### src/rtl/fm_pkg.sv
package fm_pkg;

  typedef enum logic [1:0] {
    ST_CLEAR = 2'd0,
    ST_IDLE  = 2'd1,
    ST_MEAS  = 2'd2,
    ST_HOLD  = 2'd3
  } fm_state_t;

  // segments active high, bit0 = a ... bit6 = g
  function automatic logic [6:0] seg_of(input logic [3:0] d);
    case (d)
      4'd0: seg_of = 7'h3F;
      4'd1: seg_of = 7'h06;
      4'd2: seg_of = 7'h5B;
      4'd3: seg_of = 7'h4F;
      4'd4: seg_of = 7'h66;
      4'd5: seg_of = 7'h6D;
      4'd6: seg_of = 7'h7D;
      4'd7: seg_of = 7'h07;
      4'd8: seg_of = 7'h7F;
      4'd9: seg_of = 7'h6F;
      default: seg_of = 7'h00;
    endcase
  endfunction

endpackage

### src/rtl/fm_sync_edge.sv
module fm_sync_edge #(
  parameter int STAGES = 2
) (
  input  logic clk,
  input  logic rst,
  input  logic din,
  output logic rise
);
  logic [STAGES-1:0] chain;
  logic              last_q;

  generate
    for (genvar i = 0; i < STAGES; i++) begin : g_stage
      if (i == 0) begin : g_first
        always_ff @(posedge clk) begin
          if (rst) chain[0] <= 1'b0;
          else     chain[0] <= din;
        end
      end else begin : g_next
        always_ff @(posedge clk) begin
          if (rst) chain[i] <= 1'b0;
          else     chain[i] <= chain[i-1];
        end
      end
    end
  endgenerate

  always_ff @(posedge clk) begin
    if (rst) begin
      last_q <= 1'b0;
      rise   <= 1'b0;
    end else begin
      last_q <= chain[STAGES-1];
      rise   <= chain[STAGES-1] & ~last_q;
    end
  end
endmodule

### src/rtl/fm_gate_tick.sv
module fm_gate_tick #(
  parameter int DIV = 50_000_000
) (
  input  logic clk,
  input  logic rst,
  output logic tick
);
  localparam int PW = (DIV > 2) ? $clog2(DIV) : 1;
  localparam logic [PW-1:0] LAST = PW'(DIV - 1);

  logic [PW-1:0] cnt;

  always_ff @(posedge clk) begin
    if (rst) begin
      cnt  <= '0;
      tick <= 1'b0;
    end else if (cnt == LAST) begin
      cnt  <= '0;
      tick <= 1'b1;
    end else begin
      cnt  <= cnt + 1'b1;
      tick <= 1'b0;
    end
  end
endmodule

### src/rtl/fm_khz_acc.sv
module fm_khz_acc #(
  parameter int CW    = 17,
  parameter int SCALE = 1000
) (
  input  logic          clk,
  input  logic          rst,
  input  logic          clr,
  input  logic          inc,
  output logic [CW-1:0] hz_nx,
  output logic [3:0]    tens_nx,
  output logic [3:0]    units_nx
);
  localparam int SW = $clog2(SCALE);
  localparam logic [SW-1:0] SUB_LAST = SW'(SCALE - 1);

  logic [CW-1:0] hz_q;
  logic [SW-1:0] sub_q, sub_nx;
  logic [3:0]    tens_q, units_q;

  always_comb begin
    hz_nx    = hz_q;
    sub_nx   = sub_q;
    tens_nx  = tens_q;
    units_nx = units_q;
    if (inc) begin
      hz_nx = hz_q + 1'b1;
      if (sub_q == SUB_LAST) begin
        sub_nx = '0;
        if (tens_q == 4'd9 && units_q == 4'd9) begin
          tens_nx  = tens_q;
          units_nx = units_q;
        end else if (units_q == 4'd9) begin
          units_nx = 4'd0;
          tens_nx  = tens_q + 4'd1;
        end else begin
          units_nx = units_q + 4'd1;
        end
      end else begin
        sub_nx = sub_q + 1'b1;
      end
    end
  end

  always_ff @(posedge clk) begin
    if (rst || clr) begin
      hz_q    <= '0;
      sub_q   <= '0;
      tens_q  <= '0;
      units_q <= '0;
    end else begin
      hz_q    <= hz_nx;
      sub_q   <= sub_nx;
      tens_q  <= tens_nx;
      units_q <= units_nx;
    end
  end
endmodule

### src/rtl/gated_freq_counter.sv
module gated_freq_counter
  import fm_pkg::*;
#(
  parameter int TICK_DIV    = 50_000_000,
  parameter int SCALE       = 1000,
  parameter int CW          = 17,
  parameter int SYNC_STAGES = 2
) (
  input  logic          clk,
  input  logic          rst,
  input  logic          start_req,
  input  logic          clear_req,
  input  logic          sig_in,
  output logic          done,
  output logic [CW-1:0] freq_hz,
  output logic [6:0]    seg_tens,
  output logic [6:0]    seg_units
);
  fm_state_t     state;
  logic          gate_open;
  logic          gate_tick;
  logic          edge_pulse;
  logic          acc_clr, acc_inc;
  logic [CW-1:0] hz_nx;
  logic [3:0]    tens_nx, units_nx;

  fm_sync_edge #(.STAGES(SYNC_STAGES)) u_sync (
    .clk(clk), .rst(rst), .din(sig_in), .rise(edge_pulse)
  );

  fm_gate_tick #(.DIV(TICK_DIV)) u_tick (
    .clk(clk), .rst(rst), .tick(gate_tick)
  );

  assign acc_clr = (state != ST_MEAS) || !gate_open;
  assign acc_inc = edge_pulse && (state == ST_MEAS) && gate_open;

  fm_khz_acc #(.CW(CW), .SCALE(SCALE)) u_acc (
    .clk(clk), .rst(rst), .clr(acc_clr), .inc(acc_inc),
    .hz_nx(hz_nx), .tens_nx(tens_nx), .units_nx(units_nx)
  );

  always_ff @(posedge clk) begin
    if (rst) begin
      state     <= ST_CLEAR;
      gate_open <= 1'b0;
      done      <= 1'b0;
      freq_hz   <= '0;
      seg_tens  <= seg_of(4'd0);
      seg_units <= seg_of(4'd0);
    end else begin
      case (state)
        ST_CLEAR: begin
          done      <= 1'b0;
          gate_open <= 1'b0;
          freq_hz   <= '0;
          seg_tens  <= seg_of(4'd0);
          seg_units <= seg_of(4'd0);
          state     <= ST_IDLE;
        end
        ST_IDLE: begin
          gate_open <= 1'b0;
          if (start_req) state <= ST_MEAS;
        end
        ST_MEAS: begin
          if (gate_tick) begin
            if (!gate_open) begin
              gate_open <= 1'b1;
            end else begin
              gate_open <= 1'b0;
              freq_hz   <= hz_nx;
              seg_tens  <= seg_of(tens_nx);
              seg_units <= seg_of(units_nx);
              done      <= 1'b1;
              state     <= ST_HOLD;
            end
          end
        end
        ST_HOLD: begin
          if (clear_req) begin
            done  <= 1'b0;
            state <= ST_CLEAR;
          end
        end
        default: state <= ST_CLEAR;
      endcase
    end
  end
endmodule

### config.mk
export PLATFORM = sky130hd
export DESIGN_NAME = gated_freq_counter
export DESIGN_NICKNAME = d
export VERILOG_FILES = /design/src/rtl/fm_pkg.sv /design/src/rtl/fm_sync_edge.sv /design/src/rtl/fm_gate_tick.sv /design/src/rtl/fm_khz_acc.sv /design/src/rtl/gated_freq_counter.sv
export SDC_FILE = /design/constraint.sdc
export NUM_CORES = 1
export LEC_CHECK = 0
export BUFFER_PORTS_ARGS = -buffer_cell sky130_fd_sc_hd__buf_4
export CAP_MARGIN = 5
export CORE_MARGIN = 8
export CORE_UTILIZATION = 50
export DETAILED_ROUTE_END_ITERATION = 12
export GPL_ROUTABILITY_DRIVEN = 0
export MAX_ROUTING_LAYER = met4
export PLACE_DENSITY = 0.76
export SLEW_MARGIN = 0
export SYNTH_ARGS = -nofsm -noshare
export SYNTH_HDL_FRONTEND = slang
export SYNTH_SLANG_ARGS = --single-unit
### constraint.sdc
create_clock -name clk -period 5.3 [get_ports clk]
set_clock_uncertainty 0.15 [all_clocks]
set_input_delay 0.53 -clock clk [delete_from_list [all_inputs] [get_ports clk]]
set_output_delay 0.53 -clock clk [all_outputs]
set_load 0.05 [all_outputs]
==> results.yml <==
synthesis:
  yosysTopAreaCell: "dfxtp_1"
  synth_edf_count: 0
  syn_inst: 525
  synth_warnings: 0
  synthesis.area_um2: 4640
  synth_fp_nets: 555
  syn_area_per_cell_um2: 8.84
  synth.area.top_cells: "dfxtp_1, nor2_1, ha_1"
  ys_top_cells_by_count: "dfxtp_1, nor2_1, nand2_1"
  synth_most_common_cell: "dfxtp_1"
  ys.flop_type: "dfxtp_1"
  async_flop_share_pct: 0
  synth_seq_cells: 101
  ys_seq_area_share_pct: 43.6
  yosysUniqueCellTypes: 55
  synth_top_cell_area_share_pct: 43.6
routing:
  viasPerCell: 5.33
  vias: 3573
  drtIter0Drc: 153
  remaining_drc_errors: 0
  wire_per_inst_um: 13.9
  drtAntennaViolNets: 0
  drt_pass1_iterations: 4
  wirelength_mm: 9.31
placement:
  dpl_cell_area_um2: 4980
  hpwlAfterDp_mm: 6.65
  io_buffers: 36
  placed_cells: 654
worst_setup_path:
  rr_startpoint: "state[0]$_SDFFE_PP0P_"
  critical_path_depth: 11
  crit_type: "flop to flop"
  critPathCaptureType: "flop"
  worstPathCellList: "inv_1 > ha_1 > nand3_1 > nor4_1 > o31ai_1 > a21oi_1 > inv_1 > ha_1 > or2_0 > a21oi_1 > o22a_1"
  cp.arrival_ns: 3.56
  critPathTopFamily: "simple AND/OR/NAND/NOR gates"
  start_kind: "flop"
  reg2reg_to: "seg_units[5]$_SDFFE_PP1P_"
  required_ns: 5.46
  critPathBufInv: 2
  rr_worst_depth: 11
  endpoint: "seg_units[5]$_SDFFE_PP1P_"
  critPathSlowestCell: "nand3_1"
  cp_slowest_stage_delay_ns: 0.47
  cp_max_fo: 14
  crit_start: "state[0]$_SDFFE_PP0P_"
  regToRegSetupSlack_ns: 1.90
timing:
  grt_setup_unrepaired: "no"
  fmax_mhz: 294
  relSlewSlack_pct: 38.7
  slew_viol_final: 0
  setup_viol: 0
  finalCriticalPeriod_ns: 3.40
  finalSetupTns_ns: 0
  hold_viol: 0
  worstMarginPinSlew_ns: 0.894
  min_period_over_period_pct: 64.1
global_routing:
  grt_usage_pct: 15.8
  overflow: 0
  grt_pass1_vias: 3493
  grt_first_pass_wirelength_mm: 16.2
  grt_max_degree: 29
  grt_antenna_before_repair: 0
layout:
  finalNetCount: 584
  final_cell_area_um2: 5160
  syn_to_final_growth_pct: 11.2
  layout.cells.non_filler: 670
  layout-drive-gt1-share_pct: 11.8
  diodes: 0
power_and_ir_drop:
  p_leak_nw: 1.97
  powerDensity_nw_per_um2: 269
  power.total_mw: 1.39
  peakVddDrop_uv: 140
flow_run:
  maxCapViolCount: 0
clock_tree:
  post_cts_resized: 0
  cts.sinks: 101
  cts_buffers: 9
  cts_tree: "built"
  clk_latency_ns: 0.37
  post_cts_buffers: 0
  cts_max_path_buffers: 2
  root_buffer: "clkbuf_8"
  hold_buffers: 0
  clkTransAtPathRegs_ns: 0.10
  htreeDepth: 3
floorplan:
  core-area_um2: 9110
  start_util_pct: 50.9
  die_h_um: 112
  fp-row-count: 35
  ios: 37
  die_area_um2: 12600
  die_x_um: 112
min_path:
  min_path_type: "input port to flop"
run_status:
  status: "completed"
==> state kept, by name (all words and copies together), names as in the netlist, 4 cells and up <==
register and cells:
u_tick.cnt 26, u_acc.tens_q 4, u_acc.units_q 4, seg_units 7, seg_tens 7, freq_hz 17
u_acc.hz_q 17, u_acc.sub_q 10
==> worst min-delay path by stage <==
stage | cells after the start | to | slack (ns) | from
6_report | 2 | u_sync.chain[0]$_SDFF_PP0_ | 0.23 | sig_in
5_1_grt | 2 | u_sync.chain[0]$_SDFF_PP0_ | 0.24 | sig_in
4_1_cts | 2 | u_sync.chain[0]$_SDFF_PP0_ | 0.21 | sig_in
3_5_place_dp | 1 | u_sync.rise$_SDFF_PP0_ | 0.22 | u_sync.last_q$_SDFF_PP0_
3_3_place_gp | 1 | u_sync.rise$_SDFF_PP0_ | 0.22 | u_sync.last_q$_SDFF_PP0_
2_1_floorplan | 1 | u_sync.rise$_SDFF_PP0_ | 0.22 | u_sync.last_q$_SDFF_PP0_
==> area by class of cell <==
cell class / instances / area (um2)
clock inverter: 6 / 47.5
multi-input combinational: 384 / 2460
inverter: 20 / 75.1
fill: 831 / 3950
clock buffer: 10 / 128
tap: 111 / 139
sequential: 101 / 2020
timing repair buffer: 38 / 285
==> worst reg2reg max path, stage by stage (launching register included) <==
cell and delay [ns]:
dfxtp_1 0.36, inv_1 0.12, ha_1 0.34, nand3_1 0.47
nor4_1 0.44, o31ai_1 0.17, a21oi_1 0.45, inv_1 0.14
ha_1 0.24, or2_0 0.22, a21oi_1 0.12, o22a_1 0.13
==> routing by layer <==
layer  vias up  global-route usage [%]  wire length [um]
met5         -                       -                 0
met4         0                    4.59                88
met3         9                    4.13               284
met2        37                    26.3              4480
li1       1846                       -                 -
met1      1681                    18.4              4460
==> stage by stage <==
step | util [%] | hold slack [ns] | setup slack [ns]
final | 56.6 | 0.230 | 1.90
after global placement | 54.7 | 0.223 | 2.04
after floorplan | - | 0.217 | 2.80
after global routing | 56.6 | 0.239 | 1.46
after CTS | 56.6 | 0.214 | 1.89
after detailed placement | 54.7 | 0.221 | 1.92
==> report_power, final <==
group	switching, mW	internal, mW
sequential	0.0126	0.770
clock	0.275	0.174
combinational	0.106	0.0493
==> logic make-up after synthesis <==
| kind of cell | count (synthesis) | synth area share (%) |
|---|---|---|
| compound gates | 63 | 9.11 |
| fa+ha+maj | 25 | 6.74 |
| flops | 101 | 43.6 |
| buf+inv | 40 | 3.34 |
| simple gates | 234 | 25.0 |
| mux | 10 | 2.21 |
| xor+xnor | 52 | 9.98 |
==> layout by cell type (no fill, tap or decap), types with 10 or more instances in the layout <==
cell type / instances
dfxtp_1: 101
nor2_1: 96
buf_4: 38
nand2_1: 34
xor2_1: 32
nand3_1: 27
ha_1: 25
inv_1: 20
a21oi_1: 20
xnor2_1: 19
and3_1: 14
nor3_1: 11
o21ai_0: 11
nor2b_1: 10
Power figures use the tool's default switching activity.
